$ cat config.mk
export PLATFORM = sky130hd
export DESIGN_NAME = dir_cache_line_ctrl
export DESIGN_NICKNAME = d
export VERILOG_FILES = /design/src/rtl/coh_pkg.sv /design/src/rtl/dir_line_store.sv /design/src/rtl/dir_line_seq.sv /design/src/rtl/dir_msg_out.sv /design/src/rtl/dir_cache_line_ctrl.sv
export SDC_FILE = /design/constraint.sdc
export NUM_CORES = 1
export LEC_CHECK = 0
export BUFFER_PORTS_ARGS = -buffer_cell sky130_fd_sc_hd__buf_2
export CORE_UTILIZATION = 50
export DETAILED_ROUTE_END_ITERATION = 10
export PLACE_DENSITY_LB_ADDON = 0.25
export SLEW_MARGIN = 10
export SYNTH_ARGS = -nofsm -noshare
export SYNTH_HDL_FRONTEND = slang
export SYNTH_SLANG_ARGS = --single-unit
$ cat constraint.sdc
create_clock -name clk -period 2.25 [get_ports clk]
set_input_delay 0.1125 -clock clk [delete_from_list [all_inputs] [get_ports clk]]
set_output_delay 0.1125 -clock clk [all_outputs]
set_load 0.05 [all_outputs]
$ cat src/rtl/coh_pkg.sv
// Shared types for the directory-coherent cache line controller.
// Encodings are visible at the ports and must not be reordered.
package coh_pkg;

    typedef enum logic [1:0] {
        LN_INV = 2'd0,
        LN_SHR = 2'd1,
        LN_EXC = 2'd2
    } ln_state_t;

    typedef enum logic [1:0] {
        IN_INVAL     = 2'd0,
        IN_FETCH     = 2'd1,
        IN_FETCH_INV = 2'd2,
        IN_REPLY     = 2'd3
    } in_msg_t;

    typedef enum logic [1:0] {
        OUT_RD_MISS = 2'd0,
        OUT_WR_MISS = 2'd1,
        OUT_WRBACK  = 2'd2
    } out_msg_t;

    typedef enum logic [2:0] {
        PH_IDLE  = 3'd0,
        PH_EVICT = 3'd1,
        PH_MISS  = 3'd2,
        PH_WAIT  = 3'd3,
        PH_RESP  = 3'd4
    } phase_t;

endpackage

$ cat src/rtl/dir_line_store.sv
// Holds the stable coherence state and the tag of the cached block.
// Assumes the sequencer raises at most one update per cycle; the tag
// changes only when a data reply installs a new block.
module dir_line_store
    import coh_pkg::*;
#(
    parameter int ADDR_W = 16
) (
    input  logic              clk,
    input  logic              rst_n,
    input  logic              upd_en,
    input  ln_state_t         upd_state,
    input  logic              tag_en,
    input  logic [ADDR_W-1:0] tag_val,
    output ln_state_t         ln_st,
    output logic [ADDR_W-1:0] ln_tag
);

    // Register state and tag, cleared to Invalid/zero on reset.
    always_ff @(posedge clk) begin
        if (!rst_n) begin
            ln_st  <= LN_INV;
            ln_tag <= '0;
        end else begin
            if (upd_en) ln_st <= upd_state;
            if (tag_en) ln_tag <= tag_val;
        end
    end

endmodule

$ cat src/rtl/dir_line_seq.sv
// Transaction sequencer: accepts processor requests and directory
// commands while idle, steps through write-back, miss and wait phases,
// and issues state/tag updates to the line store. It assumes directory
// messages are always consumed and that the interconnect drains the
// outgoing port eventually.
module dir_line_seq
    import coh_pkg::*;
#(
    parameter int ADDR_W = 16
) (
    input  logic              clk,
    input  logic              rst_n,
    input  logic              cpu_req_valid,
    input  logic              cpu_req_write,
    input  logic [ADDR_W-1:0] cpu_req_addr,
    output logic              cpu_req_ready,
    output logic              cpu_done,
    input  logic              net_in_valid,
    input  in_msg_t           net_kind,
    input  logic [ADDR_W-1:0] net_in_addr,
    input  logic              out_ready,
    input  ln_state_t         ln_st,
    input  logic [ADDR_W-1:0] ln_tag,
    output phase_t            phase,
    output logic              req_wr,
    output logic [ADDR_W-1:0] req_addr,
    output logic              upd_en,
    output ln_state_t         upd_state,
    output logic              tag_en,
    output logic [ADDR_W-1:0] tag_val
);

    phase_t phase_n;
    logic   resp_inv, resp_inv_n;
    logic   done_n;
    logic   capture;
    logic   accept;
    logic   cpu_hit;
    logic   net_match;
    logic   got_reply;

    // Request handshake, hit detection and directory address match.
    assign cpu_req_ready = (phase == PH_IDLE) && !net_in_valid;
    assign accept        = cpu_req_valid && cpu_req_ready;
    assign cpu_hit       = (ln_st != LN_INV) && (cpu_req_addr == ln_tag);
    assign net_match     = (net_in_addr == ln_tag);
    assign got_reply     = net_in_valid && (net_kind == IN_REPLY);
    assign tag_val       = req_addr;

    // Next phase, completion pulse and store updates for this cycle.
    always_comb begin
        phase_n    = phase;
        resp_inv_n = resp_inv;
        upd_en     = 1'b0;
        upd_state  = ln_st;
        tag_en     = 1'b0;
        done_n     = 1'b0;
        capture    = 1'b0;
        case (phase)
            PH_IDLE: begin
                if (net_in_valid) begin
                    if (net_match) begin
                        if (net_kind == IN_INVAL && ln_st == LN_SHR) begin
                            upd_en    = 1'b1;
                            upd_state = LN_INV;
                        end else if (net_kind == IN_FETCH && ln_st == LN_EXC) begin
                            phase_n    = PH_RESP;
                            resp_inv_n = 1'b0;
                        end else if (net_kind == IN_FETCH_INV && ln_st == LN_EXC) begin
                            phase_n    = PH_RESP;
                            resp_inv_n = 1'b1;
                        end
                    end
                end else if (accept) begin
                    if (cpu_hit && (!cpu_req_write || ln_st == LN_EXC)) begin
                        done_n = 1'b1;
                    end else begin
                        capture = 1'b1;
                        phase_n = (!cpu_hit && ln_st == LN_EXC) ? PH_EVICT : PH_MISS;
                    end
                end
            end
            PH_EVICT: begin
                if (out_ready) begin
                    upd_en    = 1'b1;
                    upd_state = LN_INV;
                    phase_n   = PH_MISS;
                end
            end
            PH_MISS: begin
                if (out_ready) phase_n = PH_WAIT;
            end
            PH_WAIT: begin
                if (got_reply) begin
                    upd_en    = 1'b1;
                    upd_state = req_wr ? LN_EXC : LN_SHR;
                    tag_en    = 1'b1;
                    done_n    = 1'b1;
                    phase_n   = PH_IDLE;
                end
            end
            PH_RESP: begin
                if (out_ready) begin
                    upd_en    = 1'b1;
                    upd_state = resp_inv ? LN_INV : LN_SHR;
                    phase_n   = PH_IDLE;
                end
            end
            default: phase_n = PH_IDLE;
        endcase
    end

    // Register phase, captured request, response flavour and done pulse.
    always_ff @(posedge clk) begin
        if (!rst_n) begin
            phase    <= PH_IDLE;
            req_wr   <= 1'b0;
            req_addr <= '0;
            resp_inv <= 1'b0;
            cpu_done <= 1'b0;
        end else begin
            phase    <= phase_n;
            resp_inv <= resp_inv_n;
            cpu_done <= done_n;
            if (capture) begin
                req_wr   <= cpu_req_write;
                req_addr <= cpu_req_addr;
            end
        end
    end


    inval_shared_chk: assert property (@(posedge clk) disable iff (!rst_n)
        (phase == PH_IDLE && net_in_valid && net_kind == IN_INVAL
         && net_in_addr == ln_tag && ln_st == LN_SHR) |=> (ln_st == LN_INV));


    done_source_chk: assert property (@(posedge clk) disable iff (!rst_n)
        cpu_done |-> $past(accept || (phase == PH_WAIT && got_reply)));

endmodule

$ cat src/rtl/dir_msg_out.sv
// Outgoing message port: presents the message implied by the current
// phase. It assumes the sequencer keeps the phase, the captured request
// and the tag steady until out_ready, so the message holds on its own.
module dir_msg_out
    import coh_pkg::*;
#(
    parameter int ADDR_W = 16
) (
    input  phase_t            phase,
    input  logic              req_wr,
    input  logic [ADDR_W-1:0] req_addr,
    input  logic [ADDR_W-1:0] ln_tag,
    output logic              out_valid,
    output out_msg_t          out_kind,
    output logic [ADDR_W-1:0] out_addr
);

    // Select kind and address from the phase.
    always_comb begin
        out_valid = 1'b0;
        out_kind  = OUT_WRBACK;
        out_addr  = ln_tag;
        case (phase)
            PH_EVICT, PH_RESP: out_valid = 1'b1;
            PH_MISS: begin
                out_valid = 1'b1;
                out_kind  = req_wr ? OUT_WR_MISS : OUT_RD_MISS;
                out_addr  = req_addr;
            end
            default: out_valid = 1'b0;
        endcase
    end

endmodule

$ cat src/rtl/dir_cache_line_ctrl.sv
// Cache-side coherence controller for one line in a directory-based
// system. Ties the sequencer, the line store and the outgoing message
// port together. It assumes directory messages address this line by
// block address, and that the processor side holds a request until it
// is accepted.
module dir_cache_line_ctrl
    import coh_pkg::*;
#(
    parameter int ADDR_W = 16
) (
    input  logic              clk,
    input  logic              rst_n,
    input  logic              cpu_req_valid,
    input  logic              cpu_req_write,
    input  logic [ADDR_W-1:0] cpu_req_addr,
    output logic              cpu_req_ready,
    output logic              cpu_done,
    input  logic              net_in_valid,
    input  logic [1:0]        net_in_kind,
    input  logic [ADDR_W-1:0] net_in_addr,
    output logic              out_valid,
    input  logic              out_ready,
    output logic [1:0]        out_kind,
    output logic [ADDR_W-1:0] out_addr,
    output logic [1:0]        line_state
);

    ln_state_t         ln_st;
    logic [ADDR_W-1:0] ln_tag;
    phase_t            phase;
    logic              req_wr;
    logic [ADDR_W-1:0] req_addr;
    logic              upd_en;
    ln_state_t         upd_state;
    logic              tag_en;
    logic [ADDR_W-1:0] tag_val;
    out_msg_t          out_kind_e;
    in_msg_t           net_kind_e;

    // Decode the incoming kind and drive the plain output ports.
    assign net_kind_e = in_msg_t'(net_in_kind);
    assign out_kind   = out_kind_e;
    assign line_state = ln_st;

    dir_line_seq #(.ADDR_W(ADDR_W)) seq_i (
        .clk           (clk),
        .rst_n         (rst_n),
        .cpu_req_valid (cpu_req_valid),
        .cpu_req_write (cpu_req_write),
        .cpu_req_addr  (cpu_req_addr),
        .cpu_req_ready (cpu_req_ready),
        .cpu_done      (cpu_done),
        .net_in_valid  (net_in_valid),
        .net_kind      (net_kind_e),
        .net_in_addr   (net_in_addr),
        .out_ready     (out_ready),
        .ln_st         (ln_st),
        .ln_tag        (ln_tag),
        .phase         (phase),
        .req_wr        (req_wr),
        .req_addr      (req_addr),
        .upd_en        (upd_en),
        .upd_state     (upd_state),
        .tag_en        (tag_en),
        .tag_val       (tag_val)
    );

    dir_line_store #(.ADDR_W(ADDR_W)) store_i (
        .clk       (clk),
        .rst_n     (rst_n),
        .upd_en    (upd_en),
        .upd_state (upd_state),
        .tag_en    (tag_en),
        .tag_val   (tag_val),
        .ln_st     (ln_st),
        .ln_tag    (ln_tag)
    );

    dir_msg_out #(.ADDR_W(ADDR_W)) msg_i (
        .phase     (phase),
        .req_wr    (req_wr),
        .req_addr  (req_addr),
        .ln_tag    (ln_tag),
        .out_valid (out_valid),
        .out_kind  (out_kind_e),
        .out_addr  (out_addr)
    );


    out_hold_chk: assert property (@(posedge clk) disable iff (!rst_n)
        (out_valid && !out_ready) |=>
            (out_valid && $stable(out_kind) && $stable(out_addr)));


    excl_entry_chk: assert property (@(posedge clk) disable iff (!rst_n)
        (ln_st == LN_EXC && $past(ln_st) != LN_EXC) |->
            $past(net_in_valid && net_kind_e == IN_REPLY));


    fetch_wb_chk: assert property (@(posedge clk) disable iff (!rst_n)
        (phase == PH_IDLE && net_in_valid && net_kind_e == IN_FETCH
         && net_in_addr == ln_tag && ln_st == LN_EXC) |=>
            (out_valid && out_kind_e == OUT_WRBACK && out_addr == $past(ln_tag)));


    evict_order_chk: assert property (@(posedge clk) disable iff (!rst_n)
        (phase == PH_EVICT && out_ready) |=>
            (out_valid && out_kind_e != OUT_WRBACK && ln_st == LN_INV));

endmodule

### Word level (Yosys, flattened, before mapping)

Cells that the tools add are included.

| word-level totals | value |
|---|---|
| flip-flop bits (word level) | 40 |
| input port bits | 40 |
| output and inout port bits | 23 |
| word-level logic and storage cells | 97 |

| operators by class | value |
|---|---|
| equal/unequal tests | 23 |
| multiplexer cells | 43 |
| bitwise logic cells | 1 |
| reduce and logical (&&, ||, !) cells | 23 |

Operator list:

| cell | number |
|---|---|
| $mux W3 | 11 |
| $eq A16 B16 Y1 | 2 |
| $mux W1 | 18 |
| $mux W2 | 9 |
| $mux W16 | 1 |
| $pmux W3 S5 | 1 |
| $ne A2 B2 Y1 const B | 5 |
| $logic_and A1 B1 Y1 | 9 |
| $reduce_and A9 Y1 | 1 |
| $pmux W2 S4 | 1 |
| $reduce_and A8 Y1 | 1 |
| $eq A2 B2 Y1 const B | 3 |
| $eq A3 B2 Y1 const B | 2 |
| $ne A3 B2 Y1 const B | 2 |
| $ne A3 B3 Y1 const B | 2 |
| $reduce_and A5 Y1 | 1 |
| $eq A2 B1 Y1 const B | 2 |
| $ne A2 B1 Y1 const B | 2 |
| $ne A4 B4 Y1 const B | 1 |
| $reduce_bool A2 Y1 | 2 |
| $reduce_bool A4 Y1 | 1 |
| $eq A3 B1 Y1 const B | 1 |
| $eq A3 B3 Y1 const B | 1 |
| $logic_not A1 Y1 | 3 |
| 8 further kinds | 8 |

### Logic depth before layout (Yosys ltp)

| depth | value |
|---|---|
| depth in word-level cells | 9 |
| depth in mapped cells | 8 |
| depth with buffers taken out | 6 |

### Cells and area by module

A second synthesis with hierarchy kept.

| unflattened totals | value |
|---|---|
| cell total of the unflattened synthesis | 270 |
| area total of the unflattened synthesis | 2573.7 um^2 |

Modules (own cells, without submodules):

| module | instances | cells an instance | area each (um^2) | sequential area each (um^2) |
|---|---|---|---|---|
| dir_line_seq | 1 | 189 | 1599.0 | 440.4 |
| dir_line_store | 1 | 57 | 688.2 | 360.3 |
| dir_msg_out | 1 | 24 | 286.5 | 0.0 |

### Worst setup path before layout

OpenSTA, ideal clock, no wires.

| timing path | value |
|---|---|
| path kind | register to register |
| start | register seq_i.phase[0] |
| end | register seq_i.req_addr[10] |
| library setup time | 0.116 ns |
| data arrival time | 2.263 ns |
| required time | 2.134 ns |
| setup slack | -0.129 ns |
| stages on the path, launching flop included | 8 |
| buffers on the path | 2 |
| period minus slack after synthesis | 2.379 ns |
| cell sequence | dfxtp_1 -> nor4_2 -> and2_1 -> o31ai_2 -> buf_6 -> buf_8 -> mux2i_1 -> nor2b_1 |

| on the way | value |
|---|---|
| cells in the longest elaborated chain, start to end | 6 |

Ends and longest elaborated chain:

| element | line | text |
|---|---|---|
| from (decl) | dir_line_seq.sv:24 | `output phase_t phase,` |
| from (signal assigned) | dir_line_seq.sv:122 | `phase <= phase_n;` |
| $logic_not A3 Y1 | dir_line_seq.sv:43 | `assign cpu_req_ready = (phase == PH_IDLE) && !net_in_valid;` |
| $logic_and A1 B1 Y1 | dir_line_seq.sv:43 |  |
| named net cpu_req_ready | dir_cache_line_ctrl.sv:16 | `output logic cpu_req_ready,` |
| $logic_and A1 B1 Y1 | dir_line_seq.sv:44 | `assign accept = cpu_req_valid && cpu_req_ready;` |
| $mux W1 | dir_line_seq.sv:74 | `end else if (accept) begin` |
| $mux W1 | dir_line_seq.sv:61 | `if (net_in_valid) begin` |
| $mux W1 | dir_line_seq.sv:59 | `case (phase)` |
| to (signal assigned) | dir_line_seq.sv:127 | `req_addr <= cpu_req_addr;` |
| to (decl) | dir_line_seq.sv:26 | `output logic [ADDR_W-1:0] req_addr,` |

The timed path passes the listed nets, and every way through them passes these cells.
A chain may end at the register's enable or synchronous reset.

### Worst setup path in the final report

| timing path | value |
|---|---|
| start | register seq_i.phase[2] |
| end | output port out_addr[15] |

| on the way | value |
|---|---|
| cells in the longest elaborated chain, start to end | 2 |

Ends and longest elaborated chain:

| element | line | text |
|---|---|---|
| $eq A3 B2 Y1 | dir_msg_out.sv:23 | `case (phase)` |
| $mux W16 | dir_msg_out.sv:23 |  |
| to (decl) | dir_cache_line_ctrl.sv:24 | `output logic [ADDR_W-1:0] out_addr,` |

Every way passes these cells.

==> qor.txt <==
EDFF count, synth - 0
Power Total - 1.938 mW
Cell Count, Final, Fillers Out - 377
met1 WL - 2533 microns
setup bufs post-CTS - 0
via/cell ratio - 5.310
Routed WL - 5506 microns
Slew headroom - 67.20%
Placed Cells - 369
Sinks on Clock Net - 40
max-cap violations - 0
Slew Viols, Final - 0
Final Setup Violations - 0
Synth Area in Compound Gates - 11.14%
setup tns final - 0 ps
Die H - 70.35 microns
fillers - 374
Routed met3 length - 219 microns
final period utilization - 95.33%
Port Buf Inserts - 62
Inserted Diodes - 0
placed inst area - 2721 sq um
Post-synth ARST share - 0%
Crit. End Element - output port
GRT Total Usage - 23.59%
clock buffer depth - 2
status - finished, final reports clean
post-synthesis sequential element count - 40
sequential cell area - 800.8 sq um
cells after synthesis - 262
effective utilization at floorplan - 52.92%
crit path max fanout - 20
DRC violations left - 0
Fin. Hold Viols - 0
slew of the pin with the lowest slew margin - 491.4 ps
Seq/Total Area, Yosys - 34.28%
chip width - 70.35 microns
post-synthesis simple-gate area fraction - 22.12%
CTS Buf Count - 5
crit-path max cell delay - 450 ps
largest net degree at the start of global routing - 26
Setup Skew - 4.183 ps
Worst-path clk slew - 80 ps
pwr dens - 680.5 nW/um^2
Top Metal Used - met4
Overflow after GRT - 0
RSZ-0062 raised after global routing - false
post-cts resize count - 0
number of I/O pins - 63
drt wl/cell - 14.60 microns
Hold-fix buffers, CTS - 0
met2 WL - 2673 microns
CTS H-Tree Depth - 2
vias in the first global route - 1951
CP delay by family, top - simple AND/OR/NAND/NOR gates
Mapped Avg Cell Area - 8.916 sq um
CP Launch Type - flip-flop
Clock Latency Late Sink - 290 ps
CP Cell Sequence - nor2b_1, nor2b_2, buf_12, mux2_2, buf_2
most frequent cells in the layout - 62 x buf_2, 40 x nand2_1, 40 x dfxtp_1
yosys warns - 0
ys flop type - dfxtp_1
Fmax achieved - 466.2 MHz
# nets final - 364
kind of critical path - flip-flop to output port
multiplexer area fraction after synthesis - 15.85%
Post-Syn Area - 2336 sq um
TritonCTS clock tree - done
DR pass1 iterations - 4
most common cell after layout, fill and taps aside - buf_2
Hold Crit Class - primary input to flip-flop
Lkg Pwr - 1.337 nW
number of DRC markers in iteration 0 - 119
Root Buffer - clkbuf_8
Worst VDD drop - 354.6 uV
initial antenna violation count - 0
multi-input logic area - 1465 sq um
slowest stage cell, crit path - dfxtp_1
post-route minimum period - 2145 ps
main combinational cell family by area after synthesis - simple AND/OR/NAND/NOR gates
first-pass GRT wire length - 9170 microns
Core ar. - 4414 sq um
die area - 4949 sq um
Post-Synth XOR/XNOR Area - 12.75%
syn nets - 302
area grow syn2layout - 21.91%
placer congestion estimate - 0.7909
CP Buf/Inv Count - 2
Critical Path RT - 2140 ps
Cell Rows - 24
adder-cell share of the synthesized area - 0%
critical path arrival - 2030 ps
Final HPWL DP - 4013 microns
Design Area, Final - 2848 sq um
antenna-violating nets left - 0
layout cell share with drive strength beyond 1 - 30.15%
DR vias - 2002
Netlist cell types - 36
[metrics by stage]
stage          hold WS, ps  util [%]  setup slack [ps]
2_1_floorplan        278.7         -             136.2
3_3_place_gp         392.5     61.65             275.6
3_5_place_dp         401.1     61.65             228.8
4_1_cts              99.91     64.51             109.7
5_1_grt              108.1     64.51             17.91
6_report             98.50     64.51             105.0
[cell type report]
type / count / share of cell area (%)
clock buffer: 7 / 3.383
sequential: 40 / 28.12
clock inverter: 1 / 1.054
inverter: 4 / 0.5272
tap: 52 / 2.285
multi-input combinational: 204 / 51.45
timing repair buffer: 69 / 13.18
[cell families (layout without fill, tap and decap cells)]
kind of cell,count (synthesis),after routing
AOI/OAI and AO/OA,36,36
xor gates and xnor gates,34,34
buffers and inverters,18,81
DFF,40,40
muxes,35,35
and+or+nand+nor,99,99
[where the power goes]
part,switching [mW],leakage (nW),total [mW],internal [mW]
combinational,0.308,0.949,0.520,0.211
clock,0.254,0.0645,0.645,0.391
sequential,0.0321,0.324,0.773,0.741
total,0.594,1.34,1.94,1.34
[final timing paths]
kind,start,to,slack (ps),depth (start not counted)
setup / recovery,seq_i.phase[2],out_addr[15],100,5
hold / removal,cpu_req_addr[12],seq_i.req_addr[12],100,3
setup reg to reg,store_i.ln_tag[10],seq_i.phase[1],160,6
hold reg to reg,seq_i.req_addr[9],store_i.ln_tag[9],480,2
[worst min-delay path: stages]
cell and delay (ps):
buf_2 90, mux2i_1 60, nor2b_1 90
[cell usage after synthesis, drive strengths merged, types with 3 or more instances]
cell | count | area [sq um]
a21boi | 17 | 127.6
a21oi | 4 | 20.02
and2 | 3 | 18.77
buf | 5 | 41.28
clkbuf | 9 | 33.78
dfxtp | 40 | 800.8
inv | 4 | 15.01
mux2 | 16 | 180.2
mux2i | 19 | 190.2
nand2 | 40 | 150.1
nand4 | 4 | 25.02
nor2 | 7 | 26.28
nor2b | 22 | 137.6
nor3 | 6 | 30.03
nor4 | 9 | 75.08
o21ai | 5 | 25.02
xnor2 | 3 | 26.28
xor2 | 31 | 271.5
[routing by layer]
| metal | GRT usage (%) | vias up |
|---|---|---|
| met4 | 8.000 | 0 |
| met3 | 4.762 | 8 |
| met1 | 29.79 | 926 |
| li1 | - | 1022 |
| met5 | 0 | - |
| met2 | 39.79 | 46 |
[flip-flops by register name, summed over array words and instances, names as in the netlist]
name	count
seq_i.req_addr	16
store_i.ln_tag	16
seq_i.phase	3
store_i.ln_st	2
seq_i.cpu_done	1
seq_i.req_wr	1
seq_i.resp_inv	1
(Power assumes the default switching activity.)
